**src/rtl/pcm_port_pkg.sv**
```systemverilog
package pcm_port_pkg;
    typedef enum logic {
        LANE_IDLE  = 1'b0,
        LANE_SHIFT = 1'b1
    } lane_state_e;
endpackage

```
**src/rtl/pcm_frame_start.sv**
```systemverilog
// Turns a frame sync line into a one-cycle start for a lane.
module pcm_frame_start (
    input  logic clk,
    input  logic rst_n,
    input  logic long_sync,
    input  logic fs,
    output logic start
);
    logic fs_d;
    logic fs_dd;

    always_ff @(posedge clk or negedge rst_n) begin
        if (!rst_n) begin
            fs_d  <= 1'b0;
            fs_dd <= 1'b0;
        end else begin
            fs_d  <= fs;
            fs_dd <= fs_d;
        end
    end

    // long: slot begins at the edge that first sees sync high
    // short: slot begins one edge later
    always_comb begin
        start = long_sync ? (fs & ~fs_d) : (fs_d & ~fs_dd);
    end

    AST_SHORT_LAGS: assert property (@(posedge clk) disable iff (!rst_n) (!long_sync && start) |-> $past(fs));
endmodule

```
**src/rtl/pcm_tx_lane.sv**
```systemverilog
module pcm_tx_lane
    import pcm_port_pkg::*;
#(
    parameter int WIDTH = 8
) (
    input  logic             clk,
    input  logic             rst_n,
    input  logic             start,
    input  logic [WIDTH-1:0] byte_in,
    output logic             bit_out,
    output logic             active,
    output logic             last
);
    localparam int CW = $clog2(WIDTH);

    lane_state_e      state, state_nx;
    logic [CW-1:0]    cnt;
    logic [WIDTH-1:0] sreg;

    always_comb begin
        state_nx = state;
        unique case (state)
            LANE_IDLE:  if (start) state_nx = LANE_SHIFT;
            LANE_SHIFT: if (cnt == '0 && !start) state_nx = LANE_IDLE;
            default:    state_nx = LANE_IDLE;
        endcase
    end

    always_ff @(posedge clk or negedge rst_n) begin
        if (!rst_n) state <= LANE_IDLE;
        else        state <= state_nx;
    end

    always_ff @(posedge clk or negedge rst_n) begin
        if (!rst_n) begin
            sreg <= '0;
            cnt  <= '0;
        end else if (start && (state == LANE_IDLE || cnt == '0)) begin
            sreg <= byte_in;
            cnt  <= CW'(WIDTH - 1);
        end else if (state == LANE_SHIFT) begin
            sreg <= {sreg[WIDTH-2:0], 1'b0};
            cnt  <= cnt - 1'b1;
        end
    end

    always_comb begin
        active  = (state == LANE_SHIFT);
        last    = active && (cnt == '0);
        bit_out = active & sreg[WIDTH-1];
    end

    AST_MSB_LEADS: assert property (@(posedge clk) disable iff (!rst_n) (start && !active) |=> (bit_out == $past(byte_in[WIDTH-1])));
endmodule

```
**src/rtl/pcm_rx_lane.sv**
```systemverilog
module pcm_rx_lane
    import pcm_port_pkg::*;
#(
    parameter int WIDTH = 8
) (
    input  logic             clk,
    input  logic             rst_n,
    input  logic             start,
    input  logic             dr_s,
    output logic [WIDTH-1:0] hold,
    output logic             valid,
    output logic             last
);
    localparam int CW = $clog2(WIDTH);

    lane_state_e      state, state_nx;
    logic [CW-1:0]    cnt;
    logic [WIDTH-1:0] sreg;

    always_comb begin
        state_nx = state;
        unique case (state)
            LANE_IDLE:  if (start) state_nx = LANE_SHIFT;
            LANE_SHIFT: if (cnt == '0 && !start) state_nx = LANE_IDLE;
            default:    state_nx = LANE_IDLE;
        endcase
    end

    always_ff @(posedge clk or negedge rst_n) begin
        if (!rst_n) state <= LANE_IDLE;
        else        state <= state_nx;
    end

    always_ff @(posedge clk or negedge rst_n) begin
        if (!rst_n) begin
            sreg  <= '0;
            cnt   <= '0;
            hold  <= '0;
            valid <= 1'b0;
        end else begin
            valid <= 1'b0;
            if (state == LANE_SHIFT) begin
                sreg <= {sreg[WIDTH-2:0], dr_s};
                if (cnt == '0) begin
                    hold  <= {sreg[WIDTH-2:0], dr_s};
                    valid <= 1'b1;
                    cnt   <= CW'(WIDTH - 1);
                end else begin
                    cnt <= cnt - 1'b1;
                end
            end else if (start) begin
                cnt <= CW'(WIDTH - 1);
            end
        end
    end

    always_comb begin
        last = (state == LANE_SHIFT) && (cnt == '0);
    end

    AST_VALID_PULSE: assert property (@(posedge clk) disable iff (!rst_n) valid |=> !valid);
    AST_VALID_AFTER_SLOT: assert property (@(posedge clk) disable iff (!rst_n) valid |-> $past(state == LANE_SHIFT));
endmodule

```
**src/rtl/pcm_quad_port.sv**
```systemverilog
module pcm_quad_port #(
    parameter int NCH   = 4,
    parameter int WIDTH = 8
) (
    input  logic               clk,
    input  logic               rst_n,
    input  logic               wide_mode,
    input  logic               long_sync,
    input  logic [NCH-1:0]     fs_tx,
    input  logic [NCH-1:0]     fs_rx,
    input  logic [NCH*WIDTH-1:0] tx_bytes,
    input  logic               dr,
    output logic               dx,
    output logic               dx_oe,
    output logic [NCH-1:0]     slot_ts,
    output logic [NCH*WIDTH-1:0] rx_bytes,
    output logic [NCH-1:0]     rx_valid
);
    logic           dr_s;
    logic [NCH-1:0] tx_sync, rx_sync;
    logic [NCH-1:0] tx_start, rx_start;
    logic [NCH-1:0] tx_bit, tx_act, tx_last, rx_last;

    // receive data taken mid-cell on the falling edge
    always_ff @(negedge clk or negedge rst_n) begin
        if (!rst_n) dr_s <= 1'b0;
        else        dr_s <= dr;
    end

    for (genvar k = 0; k < NCH; k++) begin : g_ch
        pcm_frame_start u_tx_det (
            .clk(clk), .rst_n(rst_n), .long_sync(long_sync),
            .fs(fs_tx[k]), .start(tx_sync[k])
        );
        pcm_frame_start u_rx_det (
            .clk(clk), .rst_n(rst_n), .long_sync(long_sync),
            .fs(fs_rx[k]), .start(rx_sync[k])
        );

        if (k == 0) begin : g_head
            assign tx_start[k] = tx_sync[k];
            assign rx_start[k] = rx_sync[k];
        end else begin : g_chain
            assign tx_start[k] = wide_mode ? tx_last[k-1] : tx_sync[k];
            assign rx_start[k] = wide_mode ? rx_last[k-1] : rx_sync[k];
        end

        pcm_tx_lane #(.WIDTH(WIDTH)) u_tx (
            .clk(clk), .rst_n(rst_n), .start(tx_start[k]),
            .byte_in(tx_bytes[k*WIDTH +: WIDTH]),
            .bit_out(tx_bit[k]), .active(tx_act[k]), .last(tx_last[k])
        );
        pcm_rx_lane #(.WIDTH(WIDTH)) u_rx (
            .clk(clk), .rst_n(rst_n), .start(rx_start[k]), .dr_s(dr_s),
            .hold(rx_bytes[k*WIDTH +: WIDTH]), .valid(rx_valid[k]),
            .last(rx_last[k])
        );

        if (k < NCH - 1) begin : g_chk
            AST_WIDE_CHAIN: assert property (@(posedge clk) disable iff (!rst_n) (wide_mode && $stable(wide_mode) && tx_last[k]) |=> tx_act[k+1]);
        end
    end

    always_comb begin
        dx      = |tx_bit;
        dx_oe   = |tx_act;
        slot_ts = tx_act;
    end

    AST_SINGLE_TALKER: assert property (@(posedge clk) disable iff (!rst_n) $onehot0(tx_act));
    AST_WIDE_TAIL: assert property (@(posedge clk) disable iff (!rst_n) (wide_mode && $stable(wide_mode) && tx_last[NCH-1]) |=> !tx_act[NCH-1]);
    AST_RX_TAIL: assert property (@(posedge clk) disable iff (!rst_n) rx_last[NCH-1] |=> rx_valid[NCH-1]);
endmodule

```
**config.mk**
```make
export PLATFORM = sky130hd
export DESIGN_NAME = pcm_quad_port
export DESIGN_NICKNAME = d
export VERILOG_FILES = /design/src/rtl/pcm_port_pkg.sv /design/src/rtl/pcm_frame_start.sv /design/src/rtl/pcm_tx_lane.sv /design/src/rtl/pcm_rx_lane.sv /design/src/rtl/pcm_quad_port.sv
export SDC_FILE = /design/constraint.sdc
export NUM_CORES = 1
export LEC_CHECK = 0
export BUFFER_PORTS_ARGS = -buffer_cell sky130_fd_sc_hd__buf_2
export CAP_MARGIN = 20
export CELL_PAD_IN_SITES_DETAIL_PLACEMENT = 0
export CELL_PAD_IN_SITES_GLOBAL_PLACEMENT = 1
export CORE_MARGIN = 1.5
export CORE_UTILIZATION = 35
export DETAILED_ROUTE_END_ITERATION = 8
export HOLD_SLACK_MARGIN = 0.05
export PLACE_DENSITY = 0.63
export RECOVER_POWER = 25
export REMOVE_ABC_BUFFERS = 1
export SYNTH_ARGS = -nofsm -noshare
export SYNTH_HDL_FRONTEND = slang
export SYNTH_SLANG_ARGS = --single-unit
```
**constraint.sdc**
```tcl
create_clock -name clk -period 1.9 [get_ports clk]
set_input_delay 0.38 -clock clk [delete_from_list [all_inputs] [get_ports clk]]
set_output_delay 0.38 -clock clk [all_outputs]
set_load 0.005 [all_outputs]
```
# [Word level (Yosys, flattened, before mapping)]
# Index checks and enable logic that the tools add are counted.
[totals] in_bits=45 output_inout_bits=42 reg_bits=145
[classes] n_reduce_logical=52 addsub=8 n_mux=74 n_bitwise=44
[op_table] op="$mux 8" count=8
[op_table] op="$mux 3" count=20
[op_table] op="$mux 1" count=38
[op_table] op="$logic_not 3->1" count=8
[op_table] op="$not 1->1" count=24
[op_table] op="$sub 3x1->3 const B" count=8
[op_table] op="$and 1x1->1" count=20
[op_table] op="$logic_and 1x1->1" count=18
[op_table] op="$pmux 1 s2" count=8
[op_table] op="$reduce_bool 2->1" count=8
[op_table] op="$logic_not 1->1" count=8
[op_table] op="$reduce_and 2->1" count=4
[op_table] op="$reduce_or 4->1" count=2
[op_table] op="$logic_or 1x1->1" count=4

# [Longest topological paths before layout]
# Gate-level depths: netlist (run 1).
[logic_depth] depth_word=8 mapped_depth=8 mapped_depth_nobuf=7

# [Modules after synthesis]
# A second synthesis (run 1) with hierarchy kept.
[hier_totals] hier_cells=470 hier_area_um2=6548.8
[modules_own_cells] module="pcm_rx_lane" cells_per_inst=53 n_inst=4 area_each_um2=812.0
[modules_own_cells] module="pcm_tx_lane" cells_per_inst=52 n_inst=4 area_each_um2=651.9
[modules_own_cells] module="pcm_frame_start" cells_per_inst=5 n_inst=8 area_each_um2=72.6
[modules_own_cells] module="pcm_quad_port" cells_per_inst=10 n_inst=1 area_each_um2=112.6

==> results.md, run 1 <==
- CP startpoint kind: flop
- Commonest non-fill, non-tap cell in the layout: dfrtp_1
- Crit path required time: 1520 ps
- Ports: between 80 and 90
- # DRC: 0
- Yosys cell types: 51
- Number of H-tree levels: 4
- Vias in the first global route: 4304
- DRT iter0 DRCs: 160
- Largest net degree at the start of global routing: 145
- Final hold vios: 0
- Dpl hpwl: 8160 um
- Num CTS Buffers: 17
- GRT busiest layer: met2
- Fmax: between 500 and 600 MHz
- Total Power: 0.0124 W
- Critical path type: reg -> out
- Design Area, Final: approximately 0.0076 mm2
- Clk_lat worst skew: roughly 420 ps
- Pre-CTS WS: 30.0 ps
- GRT Overall Usage: 14.2%
- Final Cycle Share: 99.9%
- DP Area: 0.00701 mm2
- Die area: 0.0185 mm2
- Synth-to-layout area growth: 23.2%
- CP endpoint kind: primary output
- Final Setup Violations: 0
- Via Count: 4169
- Run status: finished, final reports clean
- Initial antenna violation count: 0
- Nets@finish: a little over 700
- Async S/R FF share, synth: 100%
- CTS tree: built
- CP Max Fanout: 3
- Core area: roughly 0.017 mm2
- FF+latch count, synth: around 150
- Die Height: 136 um
- Cell Pwr Density: 1630 mW/mm2
- Relative slew slack: between 10% and 20%
- Netlist Area Pre-Place: 0.00619 mm2
- Antenna diode count: 0
- DRT Wirelength: 11900 um
- CP arrival: 1520 ps
- Min-delay worst type: in -> reg
- Final ANT Viol Nets: 0
- Max-slew violations: 0
- Starting Density: a little over a third
- Max-cap check violation count: 0
- Met2 Use GR: roughly a quarter
- P_leak: 3.78 nW
- Peak supply drop: 0.000671 V
- Drt wl/cell: 13.2 um
- EDFF count, synth: 0
- Worst clock skew: 23.8 ps
- Clk buf depth: 2
- Met1 usage: 17.8%
- # fillers: 1678
- Share of cells above drive strength 1: 28.8%
- Post-synthesis sequential area ratio: 58.6%
- Vias/cell: approximately 4.6
- YS warnings: 0
- CTS Root Cell: clkbuf_16
- Final min period: between 1500 and 2000 ps
- CTS clk-pin slew, worst paths: 60 ps
- Die Span X: between 100 and 150 um
- Worst slew pin tran: 1310 ps
- Pre-antenna DRT Iters: 4
- Routability cong.: 0.757
- Final WS setup: 1.78 ps
- First-pass GRT wire length: about 20000 um
- Ys flop type: dfrtp_1
- Synthesized instance count: 555
- Mapped Avg Cell Area: 11.2 um2
- Most frequent cells in the layout: dfrtp_1 (143), nand2_1 (122), buf_2 (77)
- Number of clock sinks: 145
- TNS Setup: 0 ps
- Std-Cell Rows: 48
- Port Buffers: 86
- RSZ-0062 raised after global routing: true
- GRT met3 Usage: 4.21%
- WHS: 83.7 ps
- Global route overflow: 0
-- report_power, final --
part | switching (W) | internal [W] | total (W) | leakage (nW)
combinational | 0.00189 | 0.00201 | 0.00389 | 1.74
clock | 0.00134 | 0.00209 | 0.00343 | 0.293
sequential | 0.000713 | 0.00436 | 0.00507 | 1.74
total | 0.00394 | 0.00846 | 0.0124 | 3.78
-- cell usage after synthesis (2+ instances only) --
library cell	count	area share [%]
a221o_1	7	1.1
inv_1	38	2.3
a32oi_1	5	0.71
or3b_2	4	0.57
ha_1	16	3.2
nand3b_1	9	1.1
buf_2	4	0.32
dfrtp_1	144	58
mux2_2	42	7.6
and2_1	8	0.81
o221ai_1	8	1.1
o21ai_0	4	0.32
a31oi_1	3	0.30
a22oi_1	6	0.73
xnor2_1	3	0.42
clkbuf_1	13	0.79
nor2_1	21	1.3
a21oi_1	17	1.4
nand2_1	122	7.4
buf_4	8	0.97
nand3_1	9	0.73
mux2i_1	8	1.3
xor2_1	2	0.28
a2bb2oi_1	2	0.28
clkinv_1	4	0.24
a21o_1	6	0.73
nand2b_1	11	1.1
nor3_1	8	0.65
-- worst paths after layout --
path                            cells past startpoint                  start  slack (ps)                endpoint
worst max register to register                      1                   dr_s         100    g_ch[2].u_rx.sreg[0]
min in group asynchronous                           2                  rst_n         350      g_ch[0].u_rx.valid
worst min-delay path                                1               fs_rx[3]          80   g_ch[3].u_rx_det.fs_d
worst min register to register                      0  g_ch[2].u_rx_det.fs_d         380  g_ch[2].u_rx_det.fs_dd
worst max-delay path                                2    g_ch[2].u_tx.active           2                   dx_oe
max in group asynchronous                           2                  rst_n         600     g_ch[2].u_tx.active
-- state kept, by name (all words and copies together) (netlist names) --
name and count:
g_ch.u_rx.hold 32, g_ch.u_tx.sreg 32, g_ch.u_rx.sreg 28, g_ch.u_rx.cnt 12, g_ch.u_tx.cnt 12, g_ch.u_rx.state 4, g_ch.u_rx.valid 4, g_ch.u_rx_det.fs_d 4
g_ch.u_rx_det.fs_dd 4, g_ch.u_tx.active 4, g_ch.u_tx_det.fs_d 4, g_ch.u_tx_det.fs_dd 4, dr_s 1
-- layer usage --
metal  part of all wire, %  vias to the layer above
met5                     0                        -
met4                   1.2                        0
met3                   4.1                       12
met2                    48                       76
met1                    46                     1995
li1                      -                     2086
-- through the flow --
stage / utilization, % / std cells
2_1_floorplan: - / 529
3_3_place_gp: 40.5 / 869
3_5_place_dp: 40.5 / 869
4_1_cts: 44.2 / 902
5_1_grt: 44.1 / 902
6_report: 44.1 / 902
-- worst max-delay path, cell delays in order (launching register included) --
cell     delay (ps)
dfrtp_2         430
or4_4           550
buf_6           130
-- timing repair --
action	4_1_cts	5_1_grt
pin swaps	0	1
gates resized for setup	4	1
setup buffers	1	0
setup endpoints to repair	2	2
endpoints found under the hold margin	0	0
hold buffers	0	0
-- kinds of logic (layout without fill, tap and decap cells) --
logic type	after synthesis	in the layout	share of synthesized area, %
buffers and inverters	68	190	4.81
muxes	50	50	8.94
AOI/OAI and AO/OA	67	67	8.25
xor gates and xnor gates	5	5	0.708
adders and majority gates	16	16	3.23
DFF	145	145	58.6
and+or+nand+nor	204	204	15.4
-- cell type report --
| cell class | instances | area [um2] | area share [%] |
|---|---|---|---|
| Clock inverter | 14 | 183 | 2.40 |
| Sequential cell | 145 | 3630 | 47.6 |
| Clock buffer | 18 | 429 | 5.63 |
| Tap cell | 225 | 282 | 3.69 |
| Timing Repair Buffer | 116 | 668 | 8.76 |
| Multi-Input combinational cell | 342 | 2280 | 29.8 |
| Inverter | 42 | 158 | 2.07 |
Note: power is estimated with default switching activity, not from simulation.
==> inputs of run 2 (changes only) <==
--- a/constraint.sdc
+++ b/constraint.sdc
@@ -3,2 +3,2 @@
 set_output_delay 0.38 -clock clk [all_outputs]
-set_load 0.005 [all_outputs]
+set_load 0.01 [all_outputs]
==> run 2 against run 1 <==
Global-route usage decreased by 0.21 points. Final cell count is 0.11% lower. Worst setup slack gained 7.8 ps. Critical path depth unchanged. Register-to-register slack is essentially flat. Via count increased by 0.55%. Sequential share of layout area is 0.27 points higher. Count of clock-buffer cells in the layout grew 5. Final area shrank 0.59%. Clock power fell by 7.6%. Largest cell class unchanged. Highest routed layer unchanged.
==> results.md, run 2 (same netlist as run 1, synthesis figures left out) <==
- Run status: finished, final reports clean
- Port Buffers: 86
- Antenna diode count: 0
- Inst Count DP: 870
- Post-CTS setup buffer count: 0
- Final WS setup: 9.58 ps
- Vias/cell: 4.65
- Pre-CTS WS: 4.91 ps
- Worst slew pin tran: approximately 1300 ps
- Pre-antenna DRT Iters: 4
- Final Setup Violations: 0
- Largest net degree at the start of global routing: 145
- DRT Wirelength: 11900 um
- Fmax: 529 MHz
- Total Power: 0.0123 W
- Biggest regs: g_ch.u_rx.hold (32), g_ch.u_tx.sreg (32), g_ch.u_rx.sreg (28)
- RSZ-0062 raised after global routing: true
- Num CTS Buffers: 17
- Crit path required time: 1520 ps
- Routability cong.: 0.748
- Internal reg-to-reg setup slack: 110 ps
- Slowest-stage cell, CP: or4_4
- # DRC: 0
- Clk_lat worst skew: 410 ps
- Nets@finish: 725
- Core Util, Final: between 40% and 50%
- DRT iter0 DRCs: 115
- Number of H-tree levels: 4
- First-pass GRT wire length: slightly above 20000 um
- Std-Cell Rows: 48
- CTS tree: built
- Dpl hpwl: 8200 um
- CTS Root Cell: clkbuf_16
- Die Span X: 136 um
- Clk buf depth: 2
- CP Max Fanout: 3
- Synth-to-layout area growth: 22.5%
- Critical path's largest stage delay: 560 ps
- Cell Chain, Critical Path: or4_4 > buf_6
- Initial antenna violation count: 0
- Hold Buf Count CTS: 0
- Critical path type: reg -> out
- CP startpoint kind: flop
- Min-delay worst type: in -> reg
- Max-cap check violation count: 0
- CP arrival: around 1500 ps
- Die Height: approximately 140 um
- Final hold vios: 0
- TNS Setup: 0 ps
- Max-slew violations: 0
- CTS clk-pin slew, worst paths: ~60 ps
- Final ANT Viol Nets: 0
- Relative slew slack: 12.6%
- Core area: 0.0173 mm2
- Final Cycle Share: just under 100%
- Worst clock skew: 21.2 ps
- Final min period: 1890 ps
- Commonest non-fill, non-tap cell in the layout: dfrtp_1
- Drt wl/cell: 13.2 um
- Vias in the first global route: 4257
- P_leak: 3.76 nW
- Share of cells above drive strength 1: 28.6%
- Peak supply drop: 0.000717 V
- Most frequent cells in the layout: dfrtp_1 (144), nand2_1 (122), buf_2 (78)
- Via Count: 4192
- Starting Density: 35.8%
- Ports: 87
- Cell Pwr Density: 1620 mW/mm2
- Number of clock sinks: 145
- Post-Layout Cell Count: 901
- Global route overflow: 0
- Die area: 0.0185 mm2
- CP endpoint kind: primary output
- GRT Overall Usage: 14.0%
-- run 2: cell types whose count changed in the layout (fill, tap and decap cells not counted), sizes merged --
cell,before,now
clkbuf,26,30
buf,108,109
clkinv,10,6
bufinv,3,1
inv,41,39
clkinvlp,2,4
-- run 2: power by group --
| group | switching, W | internal (W) |
|---|---|---|
| Combinational | 0.00203 | 0.00201 |
| Sequential | 0.000732 | 0.00436 |
| Clock | 0.00124 | 0.00193 |
| Total | 0.00400 | 0.00831 |
-- run 2: final timing paths --
| kind | from | to | cells past startpoint |
|---|---|---|---|
| setup / recovery | g_ch[2].u_tx.active | dx_oe | 2 |
| hold / removal | fs_tx[0] | g_ch[0].u_tx_det.fs_d | 1 |
| setup reg to reg | dr_s | g_ch[2].u_rx.sreg[0] | 1 |
| hold reg to reg | g_ch[1].u_rx_det.fs_d | g_ch[1].u_rx_det.fs_dd | 0 |
| max in group asynchronous | rst_n | g_ch[1].u_rx.sreg[3] | 2 |
| min in group asynchronous | rst_n | g_ch[0].u_rx.valid | 2 |
-- run 2: critical path: cells and delay by family (launching register included) --
kind / cells / cell delay [ps]
flip-flops: 1 / 400
buffers and inverters: 1 / 140
AND/OR/NAND/NOR: 1 / 560
-- run 2: final cells by class --
class	count	area [um2]
fill	1657	9720
sequential	145	3630
multi-input combinational	342	2280
timing repair buffer	116	669
clock buffer	23	488
tap	225	282
inverter	42	158
clock inverter	8	78.8
-- run 2: metal layers --
metal	wire length (um)	up-vias	track usage [%]
met3	437	10	3.50
met2	5750	77	23.4
met1	5580	2010	17.5
met4	160	0	5.50
met5	0	-	0
li1	-	2095	-
-- run 2: repair_timing --
item,CTS,global route
setup endpoints to repair,2,2
pin swaps,1,1
gates cloned,0,0
resized for setup,3,1
-- run 2: stage by stage --
step                      hold WS [ps]  instance area [um2]
after floorplan                   84.4                 6050
after global placement             368                 7020
after detailed placement           371                 7020
after CTS                         68.1                 7600
after global routing              71.1                 7580
final                             90.3                 7580
